==> config.mk <==
export PLATFORM = sky130hd
export DESIGN_NAME = scan_tr_monitor
export DESIGN_NICKNAME = d
export VERILOG_FILES = /design/src/rtl/scan_mon_pkg.sv /design/src/rtl/scan_chain_bank.sv /design/src/rtl/bit_popcount.sv /design/src/rtl/rate_limit_cmp.sv /design/src/rtl/scan_tr_monitor.sv
export SDC_FILE = /design/constraint.sdc
export NUM_CORES = 1
export LEC_CHECK = 0
export ABC_AREA = 1
export BUFFER_PORTS_ARGS = -buffer_cell sky130_fd_sc_hd__buf_2
export CAP_MARGIN = 20
export CORE_MARGIN = 2
export CORE_UTILIZATION = 57
export CTS_CLUSTER_SIZE = 30
export DETAILED_ROUTE_END_ITERATION = 16
export GPL_TIMING_DRIVEN = 0
export HOLD_SLACK_MARGIN = 0.1
export PLACE_DENSITY = 0.8
export SLEW_MARGIN = 10
export SYNTH_ARGS = -nofsm -noshare
export SYNTH_HDL_FRONTEND = slang
export SYNTH_SLANG_ARGS = --single-unit
==> constraint.sdc <==
create_clock -name clk -period 13.1 [get_ports clk]
set_input_delay 2.62 -clock clk [delete_from_list [all_inputs] [get_ports clk]]
set_output_delay 2.62 -clock clk [all_outputs]
set_load 0.005 [all_outputs]
==> src/rtl/scan_mon_pkg.sv <==
package scan_mon_pkg;
  // Width of a percentage limit input (0..100 fits in 7 bits).
  localparam int PCT_W = 7;
  // Scale factor used on the count side of the cross-multiplied compare.
  localparam int PCT_FULL = 100;
endpackage

==> src/rtl/scan_chain_bank.sv <==
module scan_chain_bank #(
  parameter int CHAINS = 8,
  parameter int CELLS  = 16,
  localparam int TOTAL = CHAINS * CELLS
) (
  input  logic              clk,
  input  logic              rst,
  input  logic              shift,
  input  logic [CHAINS-1:0] scan_in,
  input  logic [CHAINS-1:0] chain_gate,
  output logic [TOTAL-1:0]  cur_flat,
  output logic [TOTAL-1:0]  nxt_flat
);
  for (genvar c = 0; c < CHAINS; c++) begin : g_chain
    logic [CELLS-1:0] q;
    logic [CELLS-1:0] d;
    logic             din;

    // Gated chains receive a constant zero.
    assign din = scan_in[c] & chain_gate[c];

    if (CELLS == 1) begin : g_single
      assign d = din;
    end else begin : g_multi
      assign d = {q[CELLS-2:0], din};
    end

    always_ff @(posedge clk) begin
      if (rst) begin
        q <= '0;
      end else if (shift) begin
        q <= d;
      end
    end

    assign cur_flat[c*CELLS +: CELLS] = q;
    assign nxt_flat[c*CELLS +: CELLS] = d;
  end
endmodule

==> src/rtl/bit_popcount.sv <==
module bit_popcount #(
  parameter int N = 16,
  localparam int W = $clog2(N + 1)
) (
  input  logic [N-1:0] vec,
  output logic [W-1:0] count
);
  always_comb begin
    count = '0;
    for (int i = 0; i < N; i++) begin
      count = count + W'(vec[i]);
    end
  end
endmodule

==> src/rtl/rate_limit_cmp.sv <==
module rate_limit_cmp
  import scan_mon_pkg::*;
#(
  parameter int DEN = 16,
  localparam int CW = $clog2(DEN + 1),
  localparam int MW = CW + PCT_W + 1
) (
  input  logic [CW-1:0]    count,
  input  logic [PCT_W-1:0] limit_pct,
  output logic             over
);
  logic [MW-1:0] lhs;
  logic [MW-1:0] rhs;

  // count/DEN > pct/100  <=>  count*100 > pct*DEN
  always_comb begin
    lhs  = MW'(count) * MW'(PCT_FULL);
    rhs  = MW'(limit_pct) * MW'(DEN);
    over = lhs > rhs;
  end
endmodule

==> src/rtl/scan_tr_monitor.sv <==
module scan_tr_monitor
  import scan_mon_pkg::*;
#(
  parameter int CHAINS = 8,
  parameter int CELLS  = 16,
  localparam int TOTAL = CHAINS * CELLS,
  localparam int TW    = $clog2(TOTAL + 1),
  localparam int AW    = $clog2(CHAINS + 1)
) (
  input  logic              clk,
  input  logic              rst,
  input  logic              in_valid,
  output logic              in_ready,
  input  logic [CHAINS-1:0] scan_in,
  input  logic [CHAINS-1:0] chain_gate,
  input  logic              pattern_start,
  input  logic [PCT_W-1:0]  max_tr_pct,
  input  logic [PCT_W-1:0]  max_act_pct,
  output logic [TW-1:0]     cyc_toggles,
  output logic [AW-1:0]     act_chains,
  output logic [TW-1:0]     peak_toggles,
  output logic              hp_flag,
  output logic              act_flag
);
  logic             accept;
  logic [TOTAL-1:0] cur_flat;
  logic [TOTAL-1:0] nxt_flat;
  logic [TOTAL-1:0] diff_vec;
  logic [TW-1:0]    tog_now;
  logic [AW-1:0]    act_now;
  logic             tr_over;
  logic             act_over;
  logic [TW-1:0]    peak_base;

  assign in_ready = !rst;
  assign accept   = in_valid && in_ready;

  scan_chain_bank #(.CHAINS(CHAINS), .CELLS(CELLS)) u_bank (
    .clk        (clk),
    .rst        (rst),
    .shift      (accept),
    .scan_in    (scan_in),
    .chain_gate (chain_gate),
    .cur_flat   (cur_flat),
    .nxt_flat   (nxt_flat)
  );

  assign diff_vec = cur_flat ^ nxt_flat;

  bit_popcount #(.N(TOTAL)) u_tog_cnt (
    .vec   (diff_vec),
    .count (tog_now)
  );

  bit_popcount #(.N(CHAINS)) u_act_cnt (
    .vec   (chain_gate),
    .count (act_now)
  );

  rate_limit_cmp #(.DEN(TOTAL)) u_tr_cmp (
    .count     (tog_now),
    .limit_pct (max_tr_pct),
    .over      (tr_over)
  );

  rate_limit_cmp #(.DEN(CHAINS)) u_act_cmp (
    .count     (act_now),
    .limit_pct (max_act_pct),
    .over      (act_over)
  );

  assign peak_base = pattern_start ? '0 : peak_toggles;

  always_ff @(posedge clk) begin
    if (rst) begin
      cyc_toggles  <= '0;
      act_chains   <= '0;
      peak_toggles <= '0;
      hp_flag      <= 1'b0;
      act_flag     <= 1'b0;
    end else begin
      if (accept) begin
        cyc_toggles <= tog_now;
        act_chains  <= act_now;
      end
      if (accept && (tog_now > peak_base)) begin
        peak_toggles <= tog_now;
      end else begin
        peak_toggles <= peak_base;
      end
      hp_flag  <= (hp_flag  && !pattern_start) || (accept && tr_over);
      act_flag <= (act_flag && !pattern_start) || (accept && act_over);
    end
  end
endmodule

==> flow_metrics.py <==
metrics = {
    "grt": {
        "largest_net_degree_at_the_start_of_global_routing": 17,
        "grt.overflow.total": 0,
        "grt_pass1_wl_mm": 42.8,
        "via_count_of_the_first_global_routing_pass": 8866,
        "antenna_found_initial": 0,
        "groute.usage.overall_pct": 27.1,
    },
    "critical_path": {
        "cp.required_ns": 13.47,
        "crit_path_frequent_cell": "sky130_fd_sc_hd__fa_1",
        "critPathMaxStageDelay_ns": 0.60,
        "crit_path_top_delay_cell": "sky130_fd_sc_hd__fa_1",
        "nature_of_the_critical_path_startpoint": "input port",
        "setup.worst_path.end_class": "flop",
        "r2r_cells": 37,
        "worstSetupPathType": "in -> reg",
        "cp_max_fo": 4,
        "cp.arrival_ns": 12.95,
    },
    "die": {
        "die_h_um": 144,
        "boundaryPins": 57,
        "initial_core_util_pct": 57.8,
        "core_region_area_sq_mm": 0.0193,
        "die_area_sq_mm": 0.0207,
        "die_width_um": 144,
        "floorplan.rows": 51,
    },
    "layout": {
        "n_antenna_cell": 0,
        "multiInputGateArea_sq_mm": 0.00725,
        "drive_gt1_share_pct": 7.19,
        "synthToLayoutAreaGrowth_pct": 10.7,
        "finalCoreUtilization_pct": 64.0,
        "final_net_count": 1621,
        "layout.filler_cells": 1566,
        "stdcell_area_sq_mm": 0.0124,
        "layout.area.seq_sq_mm": 0.00300,
        "final_cell_count_no_fill": 1655,
    },
    "synth": {
        "yosys_most_used_dff": "sky130_fd_sc_hd__dfxtp_1",
        "yosysTopAreaCellShare_pct": 26.9,
        "ys_types": 25,
        "syn_area_per_cell_sq_um": 8.58,
        "synth_top_area_cell": "sky130_fd_sc_hd__dfxtp_1",
        "mappedNetlistArea_sq_mm": 0.0112,
        "ys_ff_latch": 150,
        "yosys.cell_count.top_type": "sky130_fd_sc_hd__nor2_1",
        "syn-instance-count": 1302,
        "post_synth_main_area_contributors": "sky130_fd_sc_hd__dfxtp_1, sky130_fd_sc_hd__fa_1, sky130_fd_sc_hd__ha_1, sky130_fd_sc_hd__nor2_1, sky130_fd_sc_hd__inv_1",
        "proportion_of_register_bits_with_asynchronous_set_or_reset_after_synthesis_pct": 0,
        "postSynthNetCount": 1543,
        "yosysSeqAreaShare_pct": 26.9,
        "post_synth_edffs": 0,
        "synth.yosys.warnings": 0,
        "post_synth_most_frequent_cells": "sky130_fd_sc_hd__nor2_1, sky130_fd_sc_hd__inv_1, sky130_fd_sc_hd__dfxtp_1",
    },
    "sta": {
        "timing.final.max_slew_violations": 0,
        "max-slew-margin-rel_pct": 47.1,
        "timing_worst_slew_pin_value_ns": 0.794,
        "max_freq_mhz": 79.5,
        "finalHoldViolations": 0,
        "period_needed_ns": 12.58,
        "clock_skew_ns": 0.00851,
        "setup_viol": 0,
        "hold_slack_ns": 0.477,
        "final.period_utilization_pct": 96.0,
        "grt_setup_unrepaired": "no",
    },
    "routing": {
        "routed_via_density": 5.23,
        "postRouteAntennaNets": 0,
        "drt_iter0_markers": 549,
        "dr.pass1.iters": 5,
        "route.detailed.wl_per_inst_um": 15.9,
        "route.final.wire_length_mm": 26.2,
        "detailroute.via_count": 8663,
        "route.detailed.drc": 0,
    },
    "clocking": {
        "cts_tree": "yes",
        "tritoncts.num_buffers": 17,
        "ctsHoldBuffers": 0,
        "clk_pin_slew_ns": 0.06,
        "clockRootBuffer": "sky130_fd_sc_hd__clkbuf_16",
        "clock-sinks": 150,
        "clock_latency_ns": 0.43,
        "cts-htree-levels": 4,
        "clock_path_buffers": 2,
    },
    "hold_path": {
        "worstHoldPathType": "reg -> reg",
        "hold_path_depth": 2,
    },
    "placement": {
        "hpwl_mm": 20.2,
        "gp_congestion": 0.896,
        "detailed_place.area_sq_mm": 0.0118,
        "placed_cells_incl_taps": 1623,
        "place.port_buffers": 56,
    },
    "outcome": {
        "status": "completed",
    },
    "flow_run": {
        "max_cap_viol_count": 0,
    },
}
==> sequential cells by signal, summed over array words and instances, names as in the netlist <==
name              count
u_bank.g_chain.q    128
cyc_toggles           8
peak_toggles          8
act_chains            4
act_flag              1
hp_flag               1
==> worst max-delay path, delay by kind of cell <==
family | cells | cell delay [ns]
adder cells (fa/ha/maj) | 18 | 8.07
AO/OA/AOI/OAI | 5 | 0.77
AND/OR/NAND/NOR | 7 | 0.61
XOR/XNOR | 3 | 0.49
buffers and inverters | 5 | 0.39
==> layout make-up <==
class / instances / share of cell area (%)
clock inverters: 8 / 0.637
flip-flops and latches: 150 / 24.3
well taps: 265 / 2.68
inverters: 199 / 6.04
repair buffers: 59 / 2.45
multi-input cells: 905 / 58.6
plain buffers: 48 / 1.59
clock buffers: 21 / 3.72
==> kinds of logic (layout without fill, tap and decap cells) <==
kind of cell | count (synthesis) | after routing | share of synthesized area [%]
AOI/OAI and AO/OA | 199 | 199 | 9.52
adders and majority gates | 207 | 207 | 31.4
and+or+nand+nor | 356 | 356 | 12.5
DFF | 150 | 150 | 26.9
buffers and inverters | 247 | 335 | 8.45
xor gates and xnor gates | 143 | 143 | 11.2
==> through the flow <==
step / worst slack, ns / setup TNS (ns)
after floorplan: 0.601 / 0
after global placement: -0.495 / -0.495
after detailed placement: -0.624 / -0.624
after CTS: 0.0115 / 0
after global routing: 0.0174 / 0
final: 0.519 / 0
==> layer usage <==
| metal | vias up | part of all wire, % | GRT usage [%] |
|---|---|---|---|
| met1 | 4100 | 41 | 33.2 |
| met4 | 0 | 4.0 | 12.1 |
| met2 | 296 | 49 | 45.9 |
| li1 | 4200 | - | - |
| met3 | 67 | 6.3 | 5.83 |
| met5 | - | 0 | 0 |
==> repair_timing <==
action / CTS / global route
pin swaps: 3 / 8
endpoints found under the setup margin: 1 / 1
setup buffers: 0 / 3
hold endpoints to repair: 0 / 0
gates resized for setup: 2 / 6
==> path summary, 6_finish.rpt <==
check,slack [ns],from,endpoint
worst max-delay path,0.52,chain_gate[0],hp_flag$_SDFF_PP0_
worst min-delay path,0.48,act_chains[3]$_SDFFE_PP0P_,act_chains[3]$_SDFFE_PP0P_
worst max register to register,2.53,u_bank.g_chain[0].q[0]$_SDFFE_PP0P_,hp_flag$_SDFF_PP0_
worst min register to register,0.48,act_chains[3]$_SDFFE_PP0P_,act_chains[3]$_SDFFE_PP0P_
==> cell usage in the layout, fill, tap and decap left out, types with 30 or more instances in the layout <==
cell type	n
sky130_fd_sc_hd__a21oi_1	46
sky130_fd_sc_hd__ha_1	85
sky130_fd_sc_hd__nand3_1	30
sky130_fd_sc_hd__buf_2	57
sky130_fd_sc_hd__nand2_1	76
sky130_fd_sc_hd__inv_1	195
sky130_fd_sc_hd__xnor2_1	64
sky130_fd_sc_hd__dfxtp_1	150
sky130_fd_sc_hd__fa_1	119
sky130_fd_sc_hd__clkbuf_1	44
sky130_fd_sc_hd__nor2_1	239
sky130_fd_sc_hd__xor2_1	78
sky130_fd_sc_hd__o21ai_0	125
Power is left out: the tool's default activity adds up to more than one toggle a clock period on the data nets, which glitch-free logic cannot reach.
